==> src/rtl/imc_pkg.sv <==
package imc_pkg;
  localparam int unsigned OFS_STATUS  = 'h0;
  localparam int unsigned OFS_MASK    = 'h4;
  localparam int unsigned OFS_UNMASK  = 'h8;
  localparam int unsigned OFS_SETMASK = 'hC;

  typedef enum logic [2:0] {
    SEL_NONE,
    SEL_STATUS,
    SEL_MASK,
    SEL_UNMASK,
    SEL_SETMASK
  } reg_sel_e;
endpackage

==> src/rtl/imc_decode.sv <==
module imc_decode
  import imc_pkg::*;
#(
  parameter int unsigned ADDR_W = 8
) (
  input  logic [ADDR_W-1:0] addr,
  input  logic              wr_en,
  output reg_sel_e          sel,
  output logic              clr_status,
  output logic              clr_mask,
  output logic              set_mask
);
  logic aligned;
  assign aligned = (addr[1:0] == 2'b00);

  always_comb begin
    sel = SEL_NONE;
    if (aligned) begin
      if (addr == ADDR_W'(OFS_STATUS))       sel = SEL_STATUS;
      else if (addr == ADDR_W'(OFS_MASK))    sel = SEL_MASK;
      else if (addr == ADDR_W'(OFS_UNMASK))  sel = SEL_UNMASK;
      else if (addr == ADDR_W'(OFS_SETMASK)) sel = SEL_SETMASK;
    end
  end

  assign clr_status = wr_en && (sel == SEL_STATUS);
  assign clr_mask   = wr_en && (sel == SEL_UNMASK);
  assign set_mask   = wr_en && (sel == SEL_SETMASK);
endmodule

==> src/rtl/imc_state.sv <==
module imc_state #(
  parameter int unsigned NUM_SRC = 1
) (
  input  logic               clk,
  input  logic               rst,
  input  logic [NUM_SRC-1:0] evt,
  input  logic [NUM_SRC-1:0] wdata,
  input  logic               clr_status,
  input  logic               clr_mask,
  input  logic               set_mask,
  output logic [NUM_SRC-1:0] status_q,
  output logic [NUM_SRC-1:0] mask_q
);
  logic [NUM_SRC-1:0] clr_bits;
  assign clr_bits = clr_status ? wdata : '0;

  always_ff @(posedge clk) begin
    if (rst) begin
      status_q <= '0;
      mask_q   <= '1;
    end else begin
      status_q <= (status_q & ~clr_bits) | evt;
      if (set_mask)      mask_q <= mask_q | wdata;
      else if (clr_mask) mask_q <= mask_q & ~wdata;
    end
  end
endmodule

==> src/rtl/imc_irq.sv <==
module imc_irq #(
  parameter int unsigned NUM_SRC = 1
) (
  input  logic               clk,
  input  logic               rst,
  input  logic [NUM_SRC-1:0] status_q,
  input  logic [NUM_SRC-1:0] mask_q,
  output logic               irq_q
);
  always_ff @(posedge clk) begin
    if (rst) irq_q <= 1'b0;
    else     irq_q <= |(status_q & ~mask_q);
  end
endmodule

==> src/rtl/imc_rdport.sv <==
module imc_rdport
  import imc_pkg::*;
#(
  parameter int unsigned NUM_SRC = 1,
  parameter int unsigned DATA_W  = 32
) (
  input  logic               clk,
  input  logic               rst,
  input  reg_sel_e           sel,
  input  logic [NUM_SRC-1:0] status_q,
  input  logic [NUM_SRC-1:0] mask_q,
  output logic [DATA_W-1:0]  rd_q
);
  logic [DATA_W-1:0] rd_next;

  always_comb begin
    case (sel)
      SEL_STATUS: rd_next = DATA_W'(status_q);
      SEL_MASK:   rd_next = DATA_W'(mask_q);
      default:    rd_next = '0;
    endcase
  end

  always_ff @(posedge clk) begin
    if (rst) rd_q <= '0;
    else     rd_q <= rd_next;
  end
endmodule

==> src/rtl/irq_mask_ctrl.sv <==
module irq_mask_ctrl
  import imc_pkg::*;
#(
  parameter int unsigned NUM_SRC = 1,
  parameter int unsigned DATA_W  = 32,
  parameter int unsigned ADDR_W  = 8
) (
  input  logic               clk,
  input  logic               rst,
  input  logic [ADDR_W-1:0]  addr,
  input  logic               wr_en,
  input  logic [DATA_W-1:0]  wr_data,
  output logic [DATA_W-1:0]  rd_data,
  input  logic [NUM_SRC-1:0] hw_event,
  output logic               irq
);
  reg_sel_e           sel;
  logic               clr_status, clr_mask, set_mask;
  logic [NUM_SRC-1:0] wdata_src;
  logic [NUM_SRC-1:0] status_q, mask_q;

  assign wdata_src = wr_data[NUM_SRC-1:0];

  generate
    if (NUM_SRC < DATA_W) begin : g_hi
      logic hi_unused;
      assign hi_unused = ^wr_data[DATA_W-1:NUM_SRC];
    end
  endgenerate

  imc_decode #(.ADDR_W(ADDR_W)) u_dec (
    .addr(addr), .wr_en(wr_en), .sel(sel),
    .clr_status(clr_status), .clr_mask(clr_mask), .set_mask(set_mask)
  );

  imc_state #(.NUM_SRC(NUM_SRC)) u_state (
    .clk(clk), .rst(rst), .evt(hw_event), .wdata(wdata_src),
    .clr_status(clr_status), .clr_mask(clr_mask), .set_mask(set_mask),
    .status_q(status_q), .mask_q(mask_q)
  );

  imc_irq #(.NUM_SRC(NUM_SRC)) u_irq (
    .clk(clk), .rst(rst), .status_q(status_q), .mask_q(mask_q), .irq_q(irq)
  );

  imc_rdport #(.NUM_SRC(NUM_SRC), .DATA_W(DATA_W)) u_rd (
    .clk(clk), .rst(rst), .sel(sel), .status_q(status_q), .mask_q(mask_q),
    .rd_q(rd_data)
  );
endmodule

==> config.mk <==
export PLATFORM = sky130hd
export DESIGN_NAME = irq_mask_ctrl
export DESIGN_NICKNAME = d
export VERILOG_FILES = /design/src/rtl/imc_pkg.sv /design/src/rtl/imc_decode.sv /design/src/rtl/imc_state.sv /design/src/rtl/imc_irq.sv /design/src/rtl/imc_rdport.sv /design/src/rtl/irq_mask_ctrl.sv
export SDC_FILE = /design/constraint.sdc
export NUM_CORES = 1
export LEC_CHECK = 0
export CAP_MARGIN = 0
export CORE_MARGIN = 2
export CORE_UTILIZATION = 23
export CTS_CLUSTER_SIZE = 24
export DETAILED_ROUTE_END_ITERATION = 10
export MAX_ROUTING_LAYER = met4
export PLACE_DENSITY = 0.85
export SETUP_SLACK_MARGIN = 0.5
export SLEW_MARGIN = 10
export SYNTH_ARGS = -nofsm -noshare
export SYNTH_HDL_FRONTEND = slang
export SYNTH_HIERARCHICAL = 1
export SYNTH_SLANG_ARGS = --single-unit
==> constraint.sdc <==
create_clock -name clk -period 4.85 [get_ports clk]
set_input_delay 0.97 -clock clk [delete_from_list [all_inputs] [get_ports clk]]
set_output_delay 0.97 -clock clk [all_outputs]
set_load 0.03 [all_outputs]
Yosys cells after proc, flatten, opt, wreduce, memory -nomap -nowiden

Cells that the tools add are included.

Magnitude comparators: 0
Add/subtract/negate cells: 0
Bitwise operators: 8
Shift operators: 0
Mux-type cells: 9
$mul: 0
Div/mod/pow operators: 0
Equality and inequality tests: 7
Reductions and logical operators: 6

Operators with widths:

| operator                                                        | number |
|---|---|
| 8-bit by 4-bit == test with 1-bit output, second input constant | 2 |
| 3-bit 2-to-1 mux                                                | 5 |
| 8-bit by 3-bit == test with 1-bit output, second input constant | 1 |
| 8-bit zero test                                                 | 1 |
| 3-bit by 2-bit == test with 1-bit output, second input constant | 2 |
| 1-bit AND                                                       | 3 |
| 3-bit by 1-bit == test with 1-bit output, second input constant | 1 |
| 3-bit == test, second input constant                            | 1 |
| 1-bit logical AND                                               | 3 |
| 1-bit 2-to-1 mux                                                | 3 |
| 1-bit NOT                                                       | 3 |
| 2-bit zero test                                                 | 1 |
| 1-bit OR                                                        | 2 |
| 1-bit one-hot mux with 2 select lines                           | 1 |
| 2-bit nonzero test                                              | 1 |

Logic and storage cells: 34
Latch bits: 0
Output and inout port bits: 33
Register bits: 35
ROM bits: 0
Bits in writable memories: 0
Memories: 0

Depth between registers and ports, before layout

Depth in word-level cells: 12
Mapped depth: 5
Depth with buffers taken out: 4

Cells and area by module

The synthesis kept the hierarchy.

Modules (own cells, without submodules):

| module     | cells each | times used | area each (µm²) | sequential area each (µm²) |
|---|---|---|---|---|
| imc_rdport | 36         | 1          | 284.0           | 20.0 |
| imc_decode | 14         | 1          | 77.6            | 0.0 |
| imc_state  | 7          | 1          | 70.1            | 40.0 |
| imc_irq    | 2          | 1          | 32.5            | 20.0 |

Least setup slack after synthesis

Ideal clock, no wire load.

Kind: input-to-reg
Start: in addr[1]
End: reg with a tool-made name
Path buffers: 1
Required time: 4.728 ns
Data arrival time: 2.125 ns
Stages: 5
Path slack: 2.603 ns
Library setup time: 0.122 ns
Cells stage by stage: or4_1 > clkbuf_2 > nor3_1 > nand2_1 > a221o_1

RTL lines:

| element     | line                | source |
|---|---|---|
| from (decl) | irq_mask_ctrl.sv:10 | `input logic [ADDR_W-1:0] addr,` |

Worst setup path in the final report

Start: in addr[1]
End: reg u_rd.rd_q[0]

RTL lines:

| element                                                                                              | line                | source |
|---|---|---|
| 8-bit by 4-bit == test with 1-bit output                                                             | imc_decode.sv:21    | `else if (addr == ADDR_W'(OFS_UNMASK)) sel = SEL_UNMASK;` |
| 3-bit 2-to-1 mux                                                                                     | imc_decode.sv:21    |  |
| 3-bit 2-to-1 mux                                                                                     | imc_decode.sv:20    | `else if (addr == ADDR_W'(OFS_MASK)) sel = SEL_MASK;` |
| 3-bit 2-to-1 mux                                                                                     | imc_decode.sv:19    | `if (addr == ADDR_W'(OFS_STATUS)) sel = SEL_STATUS;` |
| 3-bit 2-to-1 mux (*)                                                                                 | imc_decode.sv:18    | `if (aligned) begin` |
| via sel[1]                                                                                           | irq_mask_ctrl.sv:17 | `reg_sel_e sel;` |
| 3-bit by 2-bit == test with 1-bit output or 3-bit by 1-bit == test with 1-bit output (tied branches) | imc_rdport.sv:17    | `case (sel)` |
| 1-bit one-hot mux with 2 select lines (*)                                                            | imc_rdport.sv:17    |  |
| to (signal assigned)                                                                                 | imc_rdport.sv:26    | `else rd_q <= rd_next;` |
| to (decl)                                                                                            | imc_rdport.sv:12    | `output logic [DATA_W-1:0] rd_q` |

The timed path passes the listed nets; every way through them passes the cells marked *.
A chain may end at the register's enable or synchronous reset.

==> results.txt <==
Status - completed
Vias/cell - 3.48
CP peak stage delay - 0.64 ns
Top-count cell post-synth - buf_4
DRC Markers - 0
Post-Synthesis Cells - 59
Clk network pwr share - 34.1%
Number of global-route vias before repair - 253
Reg clk slew, reported paths - 0.04 ns
Root buf cell - clkbuf_4
Final min period - 2.51 ns
GRT overflow - 0
R2R depth - 1
Logic pwr share - 38.5%
Mapped cell area - 464 µm²
First-pass GRT wire length - 1190 µm
TritonCTS clock tree - yes
Final Slew Violations - 0
Leakage - 0.232 nW
Htree depth - 1
Register area - 80.1 µm²
Worst path slowest cell - or4_1
Vias - 351
Pwr Density - 233 nW/µm²
Design Power - 0.000125 W
Period utilisation layout - 51.7%
Nets - 120
Most instantiated cells after synthesis - 31 x buf_4, 4 x dfxtp_1, 4 x nor4_1, 3 x nand2_1
Worst IR drop on VDD - 0.0833 mV
Post-synth EDFFs - 0
Num CTS Buffers - 3
NetSw - 0.0000526 W
Remaining antenna violation count after routing - 0
CTS sink count - 4
Critical Path, Cell by Cell - clkdlybuf4s50_1 -> or4_1 -> nor4_1 -> nand3b_1 -> a211oi_2
Seq/Total Area, Yosys - 17.3%
Sequential fraction of design power - 27.4%
Element type at the critical path end - flip-flop
IO Port Bufs - 14
DR WL/cell - 8.37 µm
Max FO, Critical Path - 6
Post-DP Area - 513 µm²
RSZ-0062 raised after global routing - false
Fill cells - 223
Top-area cell type share of the netlist area - 50.1%
Ys Warns - 6
First-pass DRT Iterations - 3
Die Footprint - 2390 µm²
# hold bufs at CTS - 0
Design Area, Final - 536 µm²
Clock latency on the worst-skew pair - 0.24 ns
Multi-input gate area - 251 µm²
Die Y - 48.9 µm
Fin. Hold Viols - 0
Post-CTS Setup Bufs - 0
Synth Register Bits - 4
N_diodes - 0
Switch share - 42.2%
Synth Flop Type - dfxtp_1
Worst Skew - 0.00928 ns
Area Overhead vs Synth - 15.4%
Cell internal pwr - 0.0000720 W
Dominant cell type by area after synthesis - buf_4
Post-DP HPWL - 727 µm
Fin Setup TNS - 0 ns
Hold Path Class - reg2reg
Die width - 48.9 µm
CP required - 5.01 ns
Crit path to - u_rd/rd_q[0]$_SDFF_PP0_
Core Region - 1940 µm²
Max-cap viol count - 0
Initial antenna violation count - 0
IO Count - 77
GR Util All Layers - 7.21%
Syn_area_per_cell - 7.87 µm²
Final setup vio count - 0
Largest net degree at the start of global routing - 7
CTS max path bufs - 2
Worst R2R Setup Slack - 4.10 ns
Initial detailed-routing violation count - 6
Synth area leaders - buf_4 50%, dfxtp_1 17%, nor4_1 5.4%
CP Launch Point - addr[1]
RD Place Congestion - 0.816
Layout cells sized above 1 - 6.76%
WHS - 0.470 ns
Crit Path Category - in2reg
Startpoint types - input pin
F_max - 399 MHz
Data arrival, critical path - 2.67 ns
Final WL - 845 µm
Starting Density - 23.9%
Asr flop ratio synth - 0%
Row Count - 16
Post-cts sizing count - 0
Synth unique cells - 18
-- cell type report --
class	count	area share, %
Inverter	2	1.40
Multi-Input combinational cell	51	47.0
Sequential cell	4	15.0
Timing Repair Buffer	14	26.2
Tap cell	27	6.31
Clock buffer	3	4.21
-- power groups by stage --
stage	sequential [W]	combinational (W)	clock [W]
2_1_floorplan	0.0000346	0.0000541	0
4_1_cts	0.0000342	0.0000475	0.0000450
3_3_place_gp	0.0000347	0.0000468	0
3_5_place_dp	0.0000347	0.0000474	0
5_1_grt	0.0000342	0.0000506	0.0000466
6_report	0.0000341	0.0000479	0.0000425
-- how the worst min path moves through the flow --
stage	from	to	slack, ns	depth (start not counted)
after global placement	flip-flop	u_irq/irq_q$_SDFF_PP0_	0.46	1
final	flip-flop	u_irq/irq_q$_SDFF_PP0_	0.47	1
after CTS	flip-flop	u_irq/irq_q$_SDFF_PP0_	0.47	1
after global routing	flip-flop	u_irq/irq_q$_SDFF_PP0_	0.49	1
after detailed placement	flip-flop	u_irq/irq_q$_SDFF_PP0_	0.46	1
after floorplan	flip-flop	u_irq/irq_q$_SDFF_PP0_	0.43	1
-- routing by layer --
metal  up-vias  part of all wire (%)  global-route usage [%]
met1       156                    33                    6.89
met2        26                    53                    9.82
met4         0                   4.0                    8.57
met5         -                     0                       -
met3         4                    10                    3.37
li1        165                     -                       -
-- kinds of logic after synthesis --
family | share of synthesized area, %
other | 0.808
xor gates and xnor gates | 1.89
and+or+nand+nor | 20.5
AOI/OAI and AO/OA | 6.74
DFF | 17.3
buffers and inverters | 52.8
-- critical path: cells and delay by family --
kind	cells	cell delay (ns)
AOI/OAI and AO/OA	1	0.19
buffers and inverters	1	0.39
and+or+nand+nor	3	1.12
-- through the flow --
| step | cells | util (%) | setup slack [ns] |
|---|---|---|---|
| finish | 101 | 27.6 | 2.34 |
| floorplan | 89 | - | 2.60 |
| CTS | 101 | 27.6 | 2.36 |
| detailed placement | 98 | 26.4 | 2.10 |
| global route | 101 | 27.6 | 2.21 |
| global placement | 98 | 26.4 | 2.16 |
-- cells in the final DEF (no fill, tap or decap) --
cell type,instances
or4_1,1
clkdlybuf4s50_1,14
nor4_1,4
conb_1,31
dfxtp_1,4
or3_1,1
clkbuf_4,3
nand2_1,3
nand3_1,1
a311oi_1,1
a211oi_2,1
a221o_1,1
xnor2_1,1
nand3b_1,2
nor2_1,2
nor3b_2,1
nor3_1,1
inv_1,2
(Power assumes the default switching activity.)
